File: config.mk
export PLATFORM = sky130hd
export DESIGN_NAME = esc_wdog
export DESIGN_NICKNAME = d
export VERILOG_FILES = /design/src/rtl/esc_wdog_pkg.sv /design/src/rtl/esc_wdog_rst_sync.sv /design/src/rtl/esc_wdog_presc.sv /design/src/rtl/esc_wdog_timer.sv /design/src/rtl/esc_wdog_regs.sv /design/src/rtl/esc_wdog.sv
export SDC_FILE = /design/constraint.sdc
export NUM_CORES = 1
export LEC_CHECK = 0
export BUFFER_PORTS_ARGS = -buffer_cell sky130_fd_sc_hd__buf_4
export CAP_MARGIN = 20
export CORE_ASPECT_RATIO = 0.9
export CORE_MARGIN = 2
export CORE_UTILIZATION = 55
export CTS_CLUSTER_SIZE = 40
export DETAILED_ROUTE_END_ITERATION = 16
export PLACE_DENSITY = 0.75
export REMOVE_ABC_BUFFERS = 1
export SETUP_SLACK_MARGIN = 0.5
export SYNTH_ARGS = -nofsm -noshare
export SYNTH_HDL_FRONTEND = slang
export SYNTH_SLANG_ARGS = --single-unit
File: constraint.sdc
create_clock -name clk -period 2.4 [get_ports clk]
set_input_delay 0.72 -clock clk [delete_from_list [all_inputs] [get_ports clk]]
set_output_delay 0.72 -clock clk [all_outputs]
set_load 0.02 [all_outputs]
File: src/rtl/esc_wdog_pkg.sv
package esc_wdog_pkg;

  typedef enum logic [1:0] {
    WD_OFF   = 2'd0,
    WD_CPU   = 2'd1,
    WD_MGMT  = 2'd2,
    WD_RESET = 2'd3
  } wd_mode_e;

  localparam int unsigned MODE_W = 2;
  localparam int unsigned REG_AW = 3;

  localparam logic [REG_AW-1:0] RA_CTRL  = 3'd0;
  localparam logic [REG_AW-1:0] RA_PEND  = 3'd1;
  localparam logic [REG_AW-1:0] RA_ENSET = 3'd2;
  localparam logic [REG_AW-1:0] RA_ENCLR = 3'd3;
  localparam logic [REG_AW-1:0] RA_POKE  = 3'd4;

  typedef struct packed {
    logic rst;
    logic mgmt;
    logic cpu;
  } wd_evt_t;

endpackage

File: src/rtl/esc_wdog_rst_sync.sv
module esc_wdog_rst_sync (
  input  logic clk,
  input  logic arst_n,
  output logic srst_n
);

  logic [1:0] sync_q;
  logic [1:0] sync_d;

  assign sync_d = {sync_q[0], 1'b1};

  always_ff @(posedge clk or negedge arst_n) begin
    if (!arst_n) sync_q <= 2'b00;
    else         sync_q <= sync_d;
  end

  assign srst_n = sync_q[1];

endmodule

File: src/rtl/esc_wdog_presc.sv
module esc_wdog_presc #(
  parameter int unsigned PRESC_W = 10
) (
  input  logic clk,
  input  logic rst_n,
  input  logic run,
  input  logic clr,
  output logic tick
);

  localparam logic [PRESC_W-1:0] DIV_LAST = '1;
  localparam logic [PRESC_W-1:0] DIV_ONE  = PRESC_W'(1);

  logic [PRESC_W-1:0] div_q;
  logic [PRESC_W-1:0] div_d;

  always_comb begin
    div_d = div_q;
    if (clr)      div_d = '0;
    else if (run) div_d = div_q + DIV_ONE;
  end

  always_ff @(posedge clk or negedge rst_n) begin
    if (!rst_n) div_q <= '0;
    else        div_q <= div_d;
  end

  assign tick = run && !clr && (div_q == DIV_LAST);

  // ticks are at least two cycles apart
  assert_tick_gap_R3: assert property (@(posedge clk) disable iff (!rst_n)
    tick |=> !tick);

endmodule

File: src/rtl/esc_wdog_timer.sv
module esc_wdog_timer
  import esc_wdog_pkg::*;
#(
  parameter int unsigned      CNT_W   = 24,
  parameter int unsigned      LEN_W   = 16,
  parameter logic [LEN_W-1:0] RST_LEN = 16'h0010
) (
  input  logic             clk,
  input  logic             rst_n,
  input  logic             tick,
  input  logic             poke,
  input  logic             ctrl_wr,
  input  wd_mode_e         wr_mode,
  input  wd_mode_e         mode,
  input  logic [LEN_W-1:0] len,
  output logic [CNT_W-1:0] count,
  output logic             run,
  output wd_evt_t          evt
);

  localparam int unsigned      LOW_W   = CNT_W - LEN_W;
  localparam logic [CNT_W-1:0] CNT_RST = {RST_LEN, {LOW_W{1'b0}}};
  localparam logic [CNT_W-1:0] CNT_ONE = CNT_W'(1);

  logic [CNT_W-1:0] cnt_q, cnt_d;
  logic [1:0]       stage_q, stage_d;
  logic             halt_q, halt_d;
  logic [CNT_W-1:0] reload;

  assign reload = {len, {LOW_W{1'b0}}};

  always_comb begin
    cnt_d   = cnt_q;
    stage_d = stage_q;
    halt_d  = halt_q;
    evt     = '0;
    if (poke) begin
      cnt_d   = reload;
      stage_d = 2'd0;
    end else if (tick) begin
      if (cnt_q == '0) begin
        cnt_d = reload;
        case (mode)
          WD_CPU: evt.cpu = 1'b1;
          WD_MGMT: begin
            if (stage_q == 2'd0) begin
              evt.cpu = 1'b1;
              stage_d = 2'd1;
            end else begin
              evt.mgmt = 1'b1;
            end
          end
          WD_RESET: begin
            case (stage_q)
              2'd0: begin
                evt.cpu = 1'b1;
                stage_d = 2'd1;
              end
              2'd1: begin
                evt.mgmt = 1'b1;
                stage_d  = 2'd2;
              end
              default: begin
                evt.rst = 1'b1;
                halt_d  = 1'b1;
              end
            endcase
          end
          default: ;
        endcase
      end else begin
        cnt_d = cnt_q - CNT_ONE;
      end
    end
    if (ctrl_wr) begin
      if (halt_q) begin
        halt_d  = 1'b0;
        stage_d = 2'd0;
      end
      if (wr_mode == WD_OFF) stage_d = 2'd0;
    end
  end

  always_ff @(posedge clk or negedge rst_n) begin
    if (!rst_n) begin
      cnt_q   <= CNT_RST;
      stage_q <= 2'd0;
      halt_q  <= 1'b0;
    end else begin
      cnt_q   <= cnt_d;
      stage_q <= stage_d;
      halt_q  <= halt_d;
    end
  end

  assign count = cnt_q;
  assign run   = (mode != WD_OFF) && !halt_q;

  // a poke loads the length into the upper bits and restarts the stage
  assert_poke_reload_R4: assert property (@(posedge clk) disable iff (!rst_n)
    poke |=> (cnt_q == $past(reload)) && (stage_q == 2'd0));

  // a stopped timer holds its count
  assert_hold_off_R2: assert property (@(posedge clk) disable iff (!rst_n)
    (mode == WD_OFF && !poke) |=> $stable(cnt_q));

  // a frozen timer holds its count until released
  assert_halt_hold_R8: assert property (@(posedge clk) disable iff (!rst_n)
    (halt_q && !ctrl_wr && !poke) |=> $stable(cnt_q));

endmodule

File: src/rtl/esc_wdog_regs.sv
module esc_wdog_regs
  import esc_wdog_pkg::*;
#(
  parameter int unsigned      CNT_W   = 24,
  parameter int unsigned      LEN_W   = 16,
  parameter logic [LEN_W-1:0] RST_LEN = 16'h0010
) (
  input  logic                          clk,
  input  logic                          rst_n,
  input  logic                          wr,
  input  logic [REG_AW-1:0]             addr,
  input  logic [MODE_W+LEN_W-1:0]       wdata,
  input  logic                          ev_cpu,
  input  logic                          ev_mgmt,
  input  logic [CNT_W-1:0]              count,
  output wd_mode_e                      mode,
  output wd_mode_e                      wr_mode,
  output logic [LEN_W-1:0]              len,
  output logic [1:0]                    pend,
  output logic [1:0]                    en,
  output logic                          ctrl_wr,
  output logic                          poke,
  output logic [MODE_W+LEN_W+CNT_W-1:0] rdata
);

  wd_mode_e         mode_q, mode_d;
  logic [LEN_W-1:0] len_q, len_d;
  logic [1:0]       pend_q, pend_d;
  logic [1:0]       en_q, en_d;
  logic             sel_pend, sel_set, sel_clr;

  assign ctrl_wr  = wr && (addr == RA_CTRL);
  assign sel_pend = wr && (addr == RA_PEND);
  assign sel_set  = wr && (addr == RA_ENSET);
  assign sel_clr  = wr && (addr == RA_ENCLR);
  assign poke     = wr && (addr == RA_POKE) && wdata[0];
  assign wr_mode  = wd_mode_e'(wdata[MODE_W-1:0]);

  always_comb begin
    mode_d    = ctrl_wr ? wr_mode : mode_q;
    len_d     = ctrl_wr ? wdata[MODE_W +: LEN_W] : len_q;
    pend_d[0] = ev_cpu  || (pend_q[0] && !(sel_pend && wdata[0]));
    pend_d[1] = ev_mgmt || (pend_q[1] && !(sel_pend && wdata[1]));
    en_d      = (en_q | ({2{sel_set}} & wdata[1:0])) & ~({2{sel_clr}} & wdata[1:0]);
  end

  always_ff @(posedge clk or negedge rst_n) begin
    if (!rst_n) begin
      mode_q <= WD_OFF;
      len_q  <= RST_LEN;
      pend_q <= 2'b00;
      en_q   <= 2'b00;
    end else begin
      mode_q <= mode_d;
      len_q  <= len_d;
      pend_q <= pend_d;
      en_q   <= en_d;
    end
  end

  always_comb begin
    rdata = '0;
    case (addr)
      RA_CTRL: begin
        rdata[MODE_W-1:0]              = mode_q;
        rdata[MODE_W +: LEN_W]         = len_q;
        rdata[MODE_W+LEN_W +: CNT_W]   = count;
      end
      RA_PEND:            rdata[1:0] = pend_q;
      RA_ENSET, RA_ENCLR: rdata[1:0] = en_q;
      default: ;
    endcase
  end

  assign mode = mode_q;
  assign len  = len_q;
  assign pend = pend_q;
  assign en   = en_q;

  // a write-1 clear removes the CPU pending bit when no expiry sets it
  assert_w1c_R9: assert property (@(posedge clk) disable iff (!rst_n)
    (sel_pend && wdata[0] && !ev_cpu) |=> !pend_q[0]);

  // an expiry always leaves its pending bit set
  assert_set_wins_R9: assert property (@(posedge clk) disable iff (!rst_n)
    ev_cpu |=> pend_q[0]);

endmodule

File: src/rtl/esc_wdog.sv
module esc_wdog
  import esc_wdog_pkg::*;
#(
  parameter int unsigned      PRESC_W = 10,
  parameter int unsigned      CNT_W   = 24,
  parameter int unsigned      LEN_W   = 16,
  parameter logic [LEN_W-1:0] RST_LEN = 16'h0010
) (
  input  logic                          clk,
  input  logic                          rst_n,
  input  logic                          reg_wr,
  input  logic [REG_AW-1:0]             reg_addr,
  input  logic [MODE_W+LEN_W-1:0]       reg_wdata,
  output logic [MODE_W+LEN_W+CNT_W-1:0] reg_rdata,
  output logic                          cpu_irq,
  output logic                          mgmt_irq,
  output logic                          rst_req
);

  logic             srst_n;
  wd_mode_e         mode, wr_mode;
  logic [LEN_W-1:0] len;
  logic [1:0]       pend, en;
  logic             ctrl_wr, poke, run, tick, presc_clr;
  logic [CNT_W-1:0] count;
  wd_evt_t          evt;
  logic             rst_q, rst_d;

  esc_wdog_rst_sync u_sync (
    .clk    (clk),
    .arst_n (rst_n),
    .srst_n (srst_n)
  );

  esc_wdog_regs #(
    .CNT_W   (CNT_W),
    .LEN_W   (LEN_W),
    .RST_LEN (RST_LEN)
  ) u_regs (
    .clk     (clk),
    .rst_n   (srst_n),
    .wr      (reg_wr),
    .addr    (reg_addr),
    .wdata   (reg_wdata),
    .ev_cpu  (evt.cpu),
    .ev_mgmt (evt.mgmt),
    .count   (count),
    .mode    (mode),
    .wr_mode (wr_mode),
    .len     (len),
    .pend    (pend),
    .en      (en),
    .ctrl_wr (ctrl_wr),
    .poke    (poke),
    .rdata   (reg_rdata)
  );

  assign presc_clr = poke || (ctrl_wr && (wr_mode == WD_OFF));

  esc_wdog_presc #(
    .PRESC_W (PRESC_W)
  ) u_presc (
    .clk   (clk),
    .rst_n (srst_n),
    .run   (run),
    .clr   (presc_clr),
    .tick  (tick)
  );

  esc_wdog_timer #(
    .CNT_W   (CNT_W),
    .LEN_W   (LEN_W),
    .RST_LEN (RST_LEN)
  ) u_timer (
    .clk     (clk),
    .rst_n   (srst_n),
    .tick    (tick),
    .poke    (poke),
    .ctrl_wr (ctrl_wr),
    .wr_mode (wr_mode),
    .mode    (mode),
    .len     (len),
    .count   (count),
    .run     (run),
    .evt     (evt)
  );

  assign rst_d = evt.rst;

  always_ff @(posedge clk or negedge srst_n) begin
    if (!srst_n) rst_q <= 1'b0;
    else         rst_q <= rst_d;
  end

  assign rst_req  = rst_q;
  assign cpu_irq  = pend[0] && en[0];
  assign mgmt_irq = pend[1] && en[1];

  // the reset request lasts a single cycle
  assert_rst_pulse_R8: assert property (@(posedge clk) disable iff (!srst_n)
    rst_req |=> !rst_req);

  // only the heaviest mode can request a reset
  assert_rst_mode_R8: assert property (@(posedge clk) disable iff (!srst_n)
    rst_req |-> ($past(mode) == WD_RESET));

endmodule

**Word-level counts from Yosys, hierarchy flattened**

Cells that the tools add are included.

- $add $sub $neg: 2
- Eq/ne operators: 9
- Mux-type cells: 33
- Bitwise operators: 5
- Reductions and logical operators: 33

Operators with widths:

| cell | count |
|---|---|
| 24-bit two-way mux | 3 |
| 40-bit two-way mux | 1 |
| 24-bit logical NOT | 1 |
| 24-bit by 1-bit subtractor with 24-bit output (second input constant) | 1 |
| 10-bit two-way mux | 2 |
| 1-bit logical AND | 16 |
| 2-bit two-way mux | 7 |
| 1-bit two-way mux | 12 |
| 10-bit by 1-bit adder with 10-bit output (second input constant) | 1 |
| 10-bit == test (second input constant) | 1 |
| 3-bit two-way mux | 3 |
| 2-bit one-hot mux with 2 select lines | 2 |
| 2-bit AND | 3 |
| 3-bit by 2-bit == test with 1-bit output (second input constant) | 2 |
| 2-bit one-hot mux with 3 select lines | 1 |
| 2-bit nonzero test | 3 |
| 2-bit OR reduction | 3 |
| 2-bit by 1-bit == test with 1-bit output (second input constant) | 2 |
| 2-bit == test (second input constant) | 2 |
| 1-bit logical NOT | 4 |
| 2-bit logical NOT | 2 |
| 1-bit one-hot mux with 2 select lines | 2 |
| 3-bit by 1-bit == test with 1-bit output (second input constant) | 1 |
| 3-bit == test (second input constant) | 1 |
| 4 further kinds | 6 |

- Bits in registers: 62
- Input port bits: 24
- Output and inout port bits: 45
- Logic and storage cells: 92

**Logic depth before layout (Yosys ltp)**

- Depth in word-level cells: 12
- Depth in mapped cells: 9
- Depth with buffers taken out: 7

**By module**

A second synthesis with hierarchy kept.

- Cells, all modules: 401
- Area total of the unflattened synthesis: 3812.4 um2

By module, submodules not included:

| module | times used | cells an instance | area an instance (um2) | seq. area each (um2) |
|---|---|---|---|---|
| esc_wdog_timer | 1 | 230 | 1915.6 | 676.9 |
| esc_wdog_regs | 1 | 114 | 1285.0 | 551.8 |
| esc_wdog_presc | 1 | 49 | 509.2 | 250.2 |
| esc_wdog_rst_sync | 1 | 3 | 53.8 | 50.0 |
| esc_wdog | 1 | 5 | 48.8 | 25.0 |

**Worst setup path after synthesis**

Ideal clock, no wire load.

- Path type: input-to-reg
- From: in reg_addr[1]
- To: reg u_timer.cnt_q[12], in the netlist u_timer.count[12]
- Setup time: 0.083 ns
- Data arrival time: 2.420 ns
- Data required time: 2.317 ns
- Setup slack: -0.104 ns
- Stages on the path: 7
- Path buffers: 2
- Cell sequence: clkbuf_1 or3b_1 or2_2 o21ai_1 clkbuf_1 o21ai_0 a221o_1

- Longest elaborated chain between the ends: 8
- Elaborated cells on any way between the ends: 12
- Classes of those cells: eq/ne: 1; mux: 1; reduce/logical: 10

RTL lines:

| element | line | text |
|---|---|---|
| start: declaration | esc_wdog.sv:12 | `input logic [REG_AW-1:0] reg_addr,` |
| 3-bit == test or 3-bit logical NOT (tied branches) | esc_wdog_regs.sv:36, esc_wdog_regs.sv:32 |  |
| 1-bit logical AND, on equally long branches | esc_wdog_regs.sv:36, esc_wdog_regs.sv:32 |  |
| 1-bit logical AND, on equally long branches | esc_wdog_regs.sv:36, esc_wdog.sv:58 |  |
| 1-bit logical OR | esc_wdog.sv:58 | `assign presc_clr = poke \|\| (ctrl_wr && (wr_mode == WD_OFF));` |
| 1-bit logical NOT | esc_wdog_presc.sv:28 | `assign tick = run && !clr && (div_q == DIV_LAST);` |
| 1-bit logical AND (2 in series) | esc_wdog_presc.sv:28 |  |
| 2-bit nonzero test (no line) | n/a |  |
| end signal: assignment | esc_wdog_timer.sv:90 | `cnt_q <= cnt_d;` |
| end: declaration | esc_wdog_timer.sv:25 | `logic [CNT_W-1:0] cnt_q, cnt_d;` |

Several ways; a longest one is shown, not always the timed one.
A chain may end at the register's enable or synchronous reset.

**Worst setup path in the final report**

- From: reg u_timer.cnt_q[0], in the netlist u_timer.count[0]
- To: reg u_timer.cnt_q[22], in the netlist u_timer.count[22]

- Longest elaborated chain between the ends: 4
- Elaborated cells on any way between the ends: 5
- Classes of those cells: add/sub: 1; mux: 3; reduce/logical: 1

RTL lines:

| element | line | text |
|---|---|---|
| 24-bit by 1-bit subtractor with 24-bit output or 24-bit logical NOT (tied branches) | esc_wdog_timer.sv:72, esc_wdog_timer.sv:41 |  |
| 24-bit two-way mux * | esc_wdog_timer.sv:41 | `if (cnt_q == '0) begin` |
| 24-bit two-way mux * | esc_wdog_timer.sv:40 | `end else if (tick) begin` |
| 24-bit two-way mux * | esc_wdog_timer.sv:37 | `if (poke) begin` |

Mark *: on every way between the ends. The rest lies on a longest branch, timed or not. The select of a mux whose other input is x is not followed.

==> metrics.md <==
| Metric | Value |
|---|---|
| Final hold vios | `0` |
| Fin util | `between 90% and 100%` |
| Most common cell after layout, fill and taps aside | `buf_4` |
| Critical Path End Type | `register` |
| CTS H-tree depth | `3` |
| Die ar. | `around 0.0073 sq mm` |
| Global-route wire length before repair | `17.62 mm` |
| Peak supply drop | `about 0.00063 V` |
| Core ar. | `between 0.006 and 0.007 sq mm` |
| Worst-path clk slew | `0.07 ns` |
| Hold slack | `0.1360 ns` |
| Worst Setup Slack, final | `-0.3218 ns` |
| Area growth syn-to-layout | `61.43%` |
| Die height | `a little over 80 microns` |
| Startpoint types | `register` |
| Post-Route Skew | `approximately 0.0057 ns` |
| Net Switching | `around 1.9 mW` |
| Flop pwr share | `35.0%` |
| Post-Route WL | `roughly 16 mm` |
| Vias per inst | `between 6 and 7` |
| Clock Sink Count | `62` |
| Pre-Repair DR Iteration Count | `6` |
| Routed Antenna Nets | `0` |
| Post-synth ARST share | `100.0%` |
| Fin crit period | `between 2 and 3 ns` |
| Switching Share | `~40%` |
| Fin crit share | `113.4%` |
| Synth area leader | `dfrtp_1` |
| Clock power frac | `around a fifth` |
| Via count | `roughly 4200` |
| Worst skew pair latency | `0.36 ns` |
| Clk buf depth | `2` |
| Syn Area/Cell | `approximately 9.6 sq um` |
| Fin nets | `around 560` |
| Synthesized area | `0.003662 sq mm` |
| Worst EP required | `roughly 2.6 ns` |
| Final Slew Violations | `0` |
| I/O Buffers | `68` |
| Fraction of layout cells with a size suffix above 1 | `between 50% and 60%` |
| Die width | `between 90 and 100 microns` |
| Cells after synthesis | `about 380` |
| CP arrival | `2.96 ns` |
| Comb pwr share | `a little over two fifths` |
| Placed cell count | `575` |
| Synth top area share | `about two fifths` |
| Hold Buf Count CTS | `0` |
| Final setup violation count | `60` |
| DRT iter0 DRCs | `between 400 and 500` |
| Final Wtd Congestion | `0.9126` |
| Number of synthesized register bits | `62` |
| Internal power | `2.849 mW` |
| Synth cell types | `between 50 and 60` |
| Failing checks | `setup timing` |
| Unrepaired setup endpoints after global routing | `yes` |
| Vias in the first global route | `3458` |
| Setup TNS | `-4.362 ns` |
| Dominant synthesized flop cell | `dfrtp_1` |
| Finished Cell Area | `slightly below 0.006 sq mm` |
| Crit path kind | `reg -> reg` |
| Fmax | `~370 MHz` |
| Cell area after placement | `between 0.004 and 0.005 sq mm` |
| Wire per inst | `roughly 25 microns` |
| Total CTS buffers | `9` |
| # rows | `28` |
| Largest net degree at the start of global routing | `40` |
| Slew @ Worst Pin | `0.6839 ns` |
| Leak pwr | `approximately 2.7 nW` |
| Warnings, synthesis | `0` |
| Register area share after synthesis | `between 40% and 50%` |
| Ant. Diodes | `0` |
| All-layer global routing usage | `a little under a third` |
| Status | `finished, violations left` |
| Number of enable flip-flop cells after synthesis | `0` |
| Power per Cell Area | `797.4 mW/mm^2` |
| # DRC | `0` |
| Clk root buf | `clkbuf_8` |
| Slew margin rel. | `54.41%` |
| Grt total ovfl | `0` |
| Non-Filler Instances | `620` |
| Initial antenna violation count | `0` |
| TritonCTS clock tree | `yes` |
| Synth top area cells | `dfrtp_1 (41%), and2_1 (7.3%), mux2_2 (5.5%)` |
| HP Class | `in -> async` |
| Max FO, Critical Path | `5` |
| Starting Density | `~56%` |
| Top-Level Pins | `69` |
| Most frequent cells in the layout | `buf_4 (80), dfrtp_1 (59), buf_6 (54)` |
| Path depth of the worst reg2reg path | `9` |
| Detailed Place HPWL | `6.719 mm` |
| MaxCap Viol Count | `0` |
critical path, stage by stage (launching register included):
cell and delay, ns:
dfrtp_1 0.40, inv_2 0.10, buf_4 0.12, buf_4 0.11, ha_1 0.27, or3b_4 0.48, nor2_2 0.23, nand4_1 0.31
mux2_4 0.38, o22a_1 0.21
cell families (layout without fill, tap and decap cells):
kind of cell,Yosys count,in the layout,share of synthesized area [%]
flip-flops,62,62,42.43
adder cells (fa/ha/maj),7,7,2.391
AND/OR/NAND/NOR,168,168,26.00
AO/OA/AOI/OAI,70,70,12.81
buffers and inverters,27,176,3.314
other,1,1,0.1024
multiplexers,37,37,10.80
XOR/XNOR,9,9,2.152
Yosys cell counts (all sizes together) (8+ instances only):
master / count
dfrtp: 60
and2: 43
nor2: 34
o21ai: 29
mux2: 20
mux2i: 17
nand2: 16
nor3: 15
clkbuf: 14
nor4: 14
o2bb2ai: 11
a21oi: 8
through the flow:
stage	total power, mW	setup slack, ns
CTS	4.146	-0.01878
finish	4.714	-0.3218
detailed placement	2.973	-0.1102
global route	4.835	-0.3127
global placement	2.919	-0.1013
floorplan	2.321	-0.8981
area by class of cell:
class | instances | area (sq um)
Tap cell | 90 | 112.6
Multi-Input combinational cell | 292 | 2384
Timing Repair Buffer | 154 | 1627
Sequential cell | 62 | 1555
Clock buffer | 12 | 165.2
Clock inverter | 3 | 42.54
Inverter | 7 | 26.28
Fill cell | 237 | 604.3
routing by layer:
metal | vias up | global-route usage, % | wire length (microns)
li1 | 1668 | - | -
met1 | 1984 | 38.53 | 5222
met2 | 389 | 52.41 | 7208
met3 | 142 | 7.156 | 1858
met4 | 0 | 13.23 | 1351
met5 | - | 0 | 0
path summary, 6_finish.rpt:
path / start / endpoint / slack (ns)
worst min register to register: u_sync.sync_q[1] / u_timer.count[2] / 0.31
worst min-delay path: rst_n / u_sync.sync_q[1] / 0.14
worst max-delay path: u_timer.count[0] / u_timer.count[22] / -0.32
min in group clk: u_sync.sync_q[0] / u_sync.sync_q[1] / 0.37
max in group asynchronous: u_sync.sync_q[1] / u_regs.len[4] / 1.41
worst max register to register: u_timer.count[0] / u_timer.count[22] / -0.32
registers in the layout (all words and copies together), names as in the netlist, 2 cells and up:
signal	cells
u_timer.stage_q	2
u_sync.sync_q	2
u_timer.count	24
u_regs.pend	2
u_regs.mode	2
u_regs.en	2
u_presc.div_q	10
u_regs.len	16
repair_timing:
item | 4_1_cts | 5_1_grt
pin swaps | 39 | 39
gates cloned | 3 | 6
endpoints found under the hold margin | 0 | 0
setup buffers | 6 | 15
setup endpoints to repair | 89 | 89
gates resized for setup | 119 | 64
power groups by stage:
stage	registers, mW	clock network (mW)	logic, mW
after floorplan	1.58	0	0.739
final	1.65	0.994	2.07
after detailed placement	1.58	0	1.39
after CTS	1.59	0.974	1.58
after global routing	1.67	1.03	2.14
after global placement	1.57	0	1.35
Note: power is estimated with default switching activity, not from simulation.
